==> config.mk <==
export PLATFORM = sky130hd
export DESIGN_NAME = shmul_core
export DESIGN_NICKNAME = d
export VERILOG_FILES = /design/src/rtl/shmul_pkg.sv /design/src/rtl/shmul_step.sv /design/src/rtl/shmul_regs.sv /design/src/rtl/shmul_seq.sv /design/src/rtl/shmul_core.sv
export SDC_FILE = /design/constraint.sdc
export NUM_CORES = 1
export LEC_CHECK = 0
export CORE_ASPECT_RATIO = 1.2
export CORE_UTILIZATION = 45
export CTS_CLUSTER_DIAMETER = 30
export DETAILED_ROUTE_END_ITERATION = 7
export GPL_ROUTABILITY_DRIVEN = 0
export PLACE_DENSITY_LB_ADDON = 0.3
export SLEW_MARGIN = 20
export SYNTH_ARGS = -nofsm -noshare
export SYNTH_HDL_FRONTEND = slang
export SYNTH_HIERARCHICAL = 1
export SYNTH_SLANG_ARGS = --single-unit
export TNS_END_PERCENT = 10
==> constraint.sdc <==
create_clock -name clk -period 3.4 [get_ports clk]
set_input_delay 0.68 -clock clk [delete_from_list [all_inputs] [get_ports clk]]
set_output_delay 0.68 -clock clk [all_outputs]
set_load 0.01 [all_outputs]
==> src/rtl/shmul_pkg.sv <==
package shmul_pkg;

   typedef enum logic [2:0] {
      CMD_NONE  = 3'd0,
      CMD_LOAD  = 3'd1,
      CMD_CLR   = 3'd2,
      CMD_STEP  = 3'd3,
      CMD_CLEAN = 3'd4
   } shmul_cmd_e;

   typedef enum logic [1:0] {
      SQ_IDLE  = 2'd0,
      SQ_CLEAR = 2'd1,
      SQ_RUN   = 2'd2,
      SQ_CLEAN = 2'd3
   } shmul_state_e;

endpackage

==> src/rtl/shmul_step.sv <==
module shmul_step #(
   parameter int W = 16
) (
   input  logic [W-1:0] t_i,
   input  logic [W-1:0] n1_i,
   input  logic [W-1:0] n2_i,
   output logic [W-1:0] t_nx_o,
   output logic [W-1:0] n1_nx_o
);
   localparam int SW = W + 1;

   logic [W-1:0]  addend;
   logic [SW-1:0] sum;

   generate
      if (W < 2) begin : g_bad_w
         $error("shmul_step: W must be at least 2");
      end
      for (genvar i = 0; i < W; i++) begin : g_mask
         assign addend[i] = n2_i[i] & n1_i[0];
      end
   endgenerate

   assign sum     = {1'b0, t_i} + {1'b0, addend};
   assign t_nx_o  = sum[SW-1:1];
   assign n1_nx_o = {sum[0], n1_i[W-1:1]};

endmodule

==> src/rtl/shmul_regs.sv <==
module shmul_regs
   import shmul_pkg::*;
#(
   parameter int W = 16
) (
   input  logic          clk,
   input  logic          rst_n,
   input  shmul_cmd_e    cmd_i,
   input  logic [W-1:0]  mplier_i,
   input  logic [W-1:0]  mcand_i,
   output logic [W-1:0]  t_o,
   output logic [W-1:0]  n1_o,
   output logic [W-1:0]  n2_o
);
   logic [W-1:0] t_q, n1_q, n2_q;
   logic [W-1:0] t_step, n1_step;

   shmul_step #(.W(W)) u_step (
      .t_i     (t_q),
      .n1_i    (n1_q),
      .n2_i    (n2_q),
      .t_nx_o  (t_step),
      .n1_nx_o (n1_step)
   );

   always_ff @(posedge clk) begin
      if (!rst_n) begin
         t_q  <= '0;
         n1_q <= '0;
         n2_q <= '0;
      end else begin
         unique case (cmd_i)
            CMD_LOAD: begin
               t_q  <= '0;
               n1_q <= mplier_i;
               n2_q <= mcand_i;
            end
            CMD_CLR:   t_q <= '0;
            CMD_STEP: begin
               t_q  <= t_step;
               n1_q <= n1_step;
            end
            CMD_CLEAN: n2_q <= '0;
            default: ;
         endcase
      end
   end

   assign t_o  = t_q;
   assign n1_o = n1_q;
   assign n2_o = n2_q;


   n2_hold_chk: assert property (@(posedge clk) disable iff (!rst_n)
      (cmd_i == CMD_STEP) |=> $stable(n2_q));


   n1_shift_chk: assert property (@(posedge clk) disable iff (!rst_n)
      (cmd_i == CMD_STEP) |=> (n1_q[W-2:0] == $past(n1_q[W-1:1])));


   t_halve_chk: assert property (@(posedge clk) disable iff (!rst_n)
      (cmd_i == CMD_STEP && !n1_q[0]) |=> (t_q == ($past(t_q) >> 1)));


   clean_drop_chk: assert property (@(posedge clk) disable iff (!rst_n)
      (cmd_i == CMD_CLEAN) |=> (n2_q == '0 && $stable(t_q) && $stable(n1_q)));

endmodule

==> src/rtl/shmul_seq.sv <==
module shmul_seq
   import shmul_pkg::*;
#(
   parameter int W = 16
) (
   input  logic       clk,
   input  logic       rst_n,
   input  logic       start_i,
   input  logic       load_i,
   input  logic       step_i,
   output shmul_cmd_e cmd_o,
   output logic       busy_o,
   output logic       done_o
);
   localparam int STEPS = W;
   localparam int CW    = (STEPS > 1) ? $clog2(STEPS) : 1;
   localparam int LAST  = STEPS - 1;
   localparam int TOTAL = STEPS + 3;
   localparam int BCW   = $clog2(TOTAL + 1);

   shmul_state_e st_q, st_nx;
   logic [CW-1:0] k_q;
   logic          done_q;

   always_comb begin
      st_nx = st_q;
      cmd_o = CMD_NONE;
      unique case (st_q)
         SQ_IDLE: begin
            if (start_i) begin
               cmd_o = CMD_LOAD;
               st_nx = SQ_CLEAR;
            end else if (load_i) begin
               cmd_o = CMD_LOAD;
            end else if (step_i) begin
               cmd_o = CMD_STEP;
            end
         end
         SQ_CLEAR: begin
            cmd_o = CMD_CLR;
            st_nx = SQ_RUN;
         end
         SQ_RUN: begin
            cmd_o = CMD_STEP;
            if (k_q == CW'(LAST)) st_nx = SQ_CLEAN;
         end
         SQ_CLEAN: begin
            cmd_o = CMD_CLEAN;
            st_nx = SQ_IDLE;
         end
         default: st_nx = SQ_IDLE;
      endcase
   end

   always_ff @(posedge clk) begin
      if (!rst_n) begin
         st_q   <= SQ_IDLE;
         k_q    <= '0;
         done_q <= 1'b0;
      end else begin
         st_q   <= st_nx;
         done_q <= (st_q == SQ_CLEAN);
         if (st_q == SQ_RUN) k_q <= k_q + 1'b1;
         else                k_q <= '0;
      end
   end

   assign busy_o = (st_q != SQ_IDLE);
   assign done_o = done_q;

   // busy-cycle counter used only by the checks below
   logic [BCW-1:0] bcnt_q;
   always_ff @(posedge clk) begin
      if (!rst_n)      bcnt_q <= '0;
      else if (busy_o) bcnt_q <= bcnt_q + 1'b1;
      else             bcnt_q <= '0;
   end


   done_pulse_chk: assert property (@(posedge clk) disable iff (!rst_n)
      done_o |=> !done_o);


   done_timing_chk: assert property (@(posedge clk) disable iff (!rst_n)
      done_o |-> (bcnt_q == BCW'(TOTAL - 1) && !busy_o));


   no_reload_chk: assert property (@(posedge clk) disable iff (!rst_n)
      busy_o |-> (cmd_o != CMD_LOAD));


   stay_busy_chk: assert property (@(posedge clk) disable iff (!rst_n)
      (busy_o && st_q != SQ_CLEAN) |=> busy_o);

endmodule

==> src/rtl/shmul_core.sv <==
module shmul_core
   import shmul_pkg::*;
#(
   parameter int W = 16
) (
   input  logic           clk,
   input  logic           rst_n,
   input  logic           start_i,
   input  logic           load_i,
   input  logic           step_i,
   input  logic [W-1:0]   mplier_i,
   input  logic [W-1:0]   mcand_i,
   output logic [W-1:0]   t_o,
   output logic [W-1:0]   n1_o,
   output logic [W-1:0]   n2_o,
   output logic [2*W-1:0] prod_o,
   output logic           busy_o,
   output logic           done_o
);
   shmul_cmd_e cmd;

   shmul_seq #(.W(W)) u_seq (
      .clk     (clk),
      .rst_n   (rst_n),
      .start_i (start_i),
      .load_i  (load_i),
      .step_i  (step_i),
      .cmd_o   (cmd),
      .busy_o  (busy_o),
      .done_o  (done_o)
   );

   shmul_regs #(.W(W)) u_regs (
      .clk      (clk),
      .rst_n    (rst_n),
      .cmd_i    (cmd),
      .mplier_i (mplier_i),
      .mcand_i  (mcand_i),
      .t_o      (t_o),
      .n1_o     (n1_o),
      .n2_o     (n2_o)
   );

   assign prod_o = {t_o, n1_o};


   reset_state_chk: assert property (@(posedge clk)
      !rst_n |=> (t_o == '0 && n1_o == '0 && n2_o == '0 && !busy_o && !done_o));

endmodule

======== Word-level counts from Yosys, hierarchy flattened ========
Cells that the tools add are included.
cells by class
  eq/ne operators ......................... 10
  $add $sub $neg .......................... 2
  reductions and logical operators ........ 8
  muxes and demuxes ....................... 10
  bitwise logic cells ..................... 16
operators by type and width
  operator             count
  $pmux 16 s2          3
  $add 16x16->17       1
  $and 1x1->1          16
  $pmux 3 s4           1
  $pmux 2 s4           1
  $reduce_bool 2->1    4
  $eq 3x2->1 const B   2
  $mux 2               3
  $mux 3               2
  $add 4x1->4 const B  1
  $eq 2x2->1 const B   2
  $eq 4x4->1 const B   1
  $reduce_and 2->1     2
  $eq 3x1->1 const B   1
  $eq 3x3->1 const B   1
  $eq 2x1->1 const B   1
  $logic_not 2->1      1
  $ne 2x1->1 const B   1
  $ne 2x2->1 const B   1
  $reduce_or 2->1      1
storage, ports and cells
  input bits .............................. 37
  bits in registers ....................... 55
  output and inout bits ................... 82

======== Longest topological paths before layout ========
  word-level depth ........................ 7
  mapped depth ............................ 11
  mapped depth without buffers ............ 10

======== Cells and area by module ========
The synthesis kept the hierarchy.
modules (own cells, without submodules)
  module      times used  cells an instance  area an instance (µm²)
  shmul_regs  1           178                1846.8
  shmul_step  1           142                1072.3
  shmul_seq   1           39                 356.6
  shmul_core  1           32                 240.2

======== Least setup slack after synthesis ========
OpenSTA, ideal clock, no wires.
  kind .................................... flip-flop to flip-flop
  from .................................... reg u_regs.n1_q[0], in the netlist u_regs/n1_o[0]
  to ...................................... reg u_regs.t_q[15], in the netlist u_regs/t_o[15]
  slack ................................... 0.820 ns
  cell stages (with the launch flop) ...... 12
  arrival ................................. 2.452 ns
  buffers on the path ..................... 1
  cells stage by stage .................... dfxtp_1 > clkbuf_1 > and2_1 > ha_1 > fa_1 > a21o_1 > a221oi_2 > o21ai_2 > a21oi_2 > o21ai_0 > a32oi_1 > nor2_1
on the way
  longest elaborated chain between the ends .. 3
  elaborated cells on any way between the ends .. 18
  classes of those cells .................. add/sub (1); mux (1); bitwise (16)
RTL lines
  what                         line              source
  start: declaration           shmul_regs.sv:15  logic [W-1:0] t_q, n1_q, n2_q;
  start signal: assignment     shmul_regs.sv:35  n1_q <= mplier_i;
  start signal: assignment     shmul_regs.sv:41  n1_q <= n1_step;
  $and 1x1->1                  shmul_step.sv:20  assign addend[i] = n2_i[i] & n1_i[0];
  $add 16x16->17 (*)           shmul_step.sv:24  assign sum = {1'b0, t_i} + {1'b0, addend};
  named net u_regs.t_step[15]  shmul_regs.sv:16  logic [W-1:0] t_step, n1_step;
  $pmux 16 s2 (*)              shmul_regs.sv:32  unique case (cmd_i)
  end signal: assignment       shmul_regs.sv:40  t_q <= t_step;
  end: declaration             shmul_regs.sv:15
Mark *: on every way through the listed nets, which the timed path passes. The rest lies on a longest branch.
A chain may end at the register's enable or synchronous reset.

======== Final worst setup path ========
Ends and elaborated chain as after synthesis.

==> impl_metrics.csv <==
group,metric,value,unit
floorplan,rows,34,
cts,clk_path_buf_depth,2,
detailed_routing,drtIter0Drc,136,
detailed_routing,num_vias,3066,
power,p_leak,1.82,nW
cts,cts_resized,0,
synthesis,synth_edf_count,0,
global_route,grt_max_degree,49,
cts,clock_latency,300,ps
finish,design_area,0.00443,mm^2
global_route,grt_overflow_total,0,
detailed_routing,via_per_inst,5.69,
setup_path,path_class,"reg2reg",
detailed_routing,wl_per_cell,15.8,um
placement,dpl.hpwl,6310,um
synthesis,synth_nets,450,
setup_path,crit_chain,"and2_1, ha_1, fa_1, a21o_1, a221oi_2, o21ai_2, a21oi_2, o21ai_0, a32oi_1, nor2_1",
floorplan,die_h,98.8,um
setup_path,crit_path_end_kind,"flip-flop",
min_path,hold_path_class,"reg2reg",
floorplan,die_area,0.00817,mm^2
detailed_routing,route.detailed.drc,0,
floorplan,initial_utilization,47.5,%
setup_path,cpPeakStageDelay,420,ps
setup_path,startpoint_type,"flip-flop",
detailed_routing,first_pass_iters,5,
synthesis,synth-async-reset-ratio,0,%
setup_path,required,3600,ps
finish,drive_above_1_share,5.12,%
global_route,grt_usage,21.3,%
sta,rsz0062_at_grt,"false",
sta,setup_viol,0,
finish,n_fill_cell,675,
synthesis,netlist_instances,391,
synthesis,synth_area_leaders,"dfxtp_1, buf_4, ha_1, mux2i_1, nor2_1",
global_route,grt_pass1_wl,13700,um
cts,htreeDepth,2,
setup_path,crit_family,"compound AO/OA/AOI/OAI gates",
finish,area_growth,26.0,%
power,power_density,676,mW/mm^2
sta,skew,7.45,ps
sta,tightest_slew,786,ps
synthesis,yosys.area.top_type_share,31.3,%
detailed_routing,ant_nets,0,
sta,min_period,2700,ps
flow_run,drv_cap,0,
sta,tns,0,ps
setup_path,critPathArrivalTime,2900,ps
sta,max_freq,370,MHz
global_route,grt_pass1_vias,2960,
sta,hold_viol_final,0,
detailed_routing,wl,8530,um
placement,portBuffers,118,
synthesis,syn_area_per_cell,8.99,um^2
finish,diodes,0,
synthesis,netlist_area,0.00352,mm^2
setup_path,cpMaxStageDelayCell,"fa_1",
synthesis,synth-main-ff-cell,"dfxtp_1",
synthesis,yosysTopAreaCell,"dfxtp_1",
status,status,"finished, final reports clean",
global_route,antenna_found_initial,0,
cts,cts_buffers,5,
floorplan,core_area,0.00740,mm^2
synthesis,synth.distinct_cells,51,
sta,drv_slew,0,
cts,cts_tree,"yes",
setup_path,crit_buf_inv,0,
synthesis,seq_area_frac_synth,31.3,%
placement,dpl-instance-area,0.00435,mm^2
setup_path,rrSetupSlack,700,ps
synthesis,ys_ff_latch,55,
synthesis,yosys_warnings,6,
cts,post-cts-setup-buffer-count,0,
floorplan,die_width,82.7,um
sta,relSlewSlack,47.6,%
setup_path,critPathMaxFanout,11,
cts,cts_sinks,55,
cts,ctsHoldBuffers,0,
sta,fin_crit_sh,79.4,%
finish,nets,507,
cts,root_buffer,"clkbuf_8",
cts,path_clk_slew,100,ps
floorplan,boundaryPins,119,
power,peakVddDrop,0.461,mV
metal layers:
| layer | GRT usage [%] | up-vias | wire length (um) |
|---|---|---|---|
| met5 | 0 | - | 0 |
| met2 | 36.6 | 126 | 4330 |
| met4 | 6.90 | 0 | 145 |
| met1 | 25.9 | 1435 | 3510 |
| li1 | - | 1489 | - |
| met3 | 4.17 | 16 | 545 |
stage by stage:
stage / total power, mW / setup slack (ps) / instances / hold slack, ps / util (%)
after floorplan: 2.11 / 820 / 391 / 418 / -
after global placement: 2.62 / 787 / 531 / 430 / 58.8
after detailed placement: 2.65 / 734 / 531 / 449 / 58.8
after CTS: 3.01 / 714 / 539 / 466 / 59.9
after global routing: 3.18 / 491 / 539 / 499 / 59.9
final: 3.00 / 701 / 539 / 462 / 59.9
Yosys cell counts (all sizes together), types with 12 or more instances:
library cell / n
buf: 68
dfxtp: 55
nor2: 42
ha: 21
a211oi: 20
and2: 18
mux2i: 17
a32oi: 16
a22o: 13
nand3: 12
worst reg2reg max path, delay by kind of cell (launching register included):
kind                       cells  cell delay (ps)
AOI/OAI and AO/OA              6             1310
adders and majority gates      2              640
DFF                            1              410
and+or+nand+nor                2              240
flip-flops by register name, indices dropped and copies added (netlist names):
name,count
u_regs/n1_o,16
u_regs/t_o,16
u_seq/done_o,1
u_seq/st_q,2
u_seq/k_q,4
u_regs/n2_o,16
layout by cell type, fill, tap and decap left out, types with 12 or more instances in the layout:
cell type	instances
a32oi_1	16
nor2_1	41
clkdlybuf4s50_1	118
nand3_1	12
a211oi_1	20
and2_1	18
ha_1	21
a22o_1	13
dfxtp_1	55
mux2i_1	17
cell type report:
cell class                 instances  area [um^2]  share of cell area (%)
clock buffer                       7         76.3                    1.72
clock inverter                     1         5.00                   0.113
inverter                          10         37.5                   0.847
multi-input combinational        253         1880                    42.4
sequential                        55         1100                    24.8
tap                               90          113                    2.54
timing repair buffer             123         1220                    27.5
cells by family after synthesis:
family / share of synthesized area, %
simple gates: 14.0
compound gates: 22.9
fa+ha+maj: 8.04
buf+inv: 15.7
xor+xnor: 3.24
mux: 4.84
flops: 31.3
power by group:
| part | switching, mW | total, mW | internal [mW] |
|---|---|---|---|
| clock | 0.209 | 0.355 | 0.145 |
| sequential | 0.190 | 1.02 | 0.829 |
| combinational | 0.818 | 1.62 | 0.804 |
worst paths after layout:
kind | end | depth (start not counted) | from
max | u_regs/t_o[15] | 10 | u_regs/n1_o[0]
min | u_seq/k_q[0] | 1 | u_seq/k_q[0]
max reg2reg | u_regs/t_o[15] | 10 | u_regs/n1_o[0]
min reg2reg | u_seq/k_q[0] | 1 | u_seq/k_q[0]
Note: power is estimated with default switching activity, not from simulation.
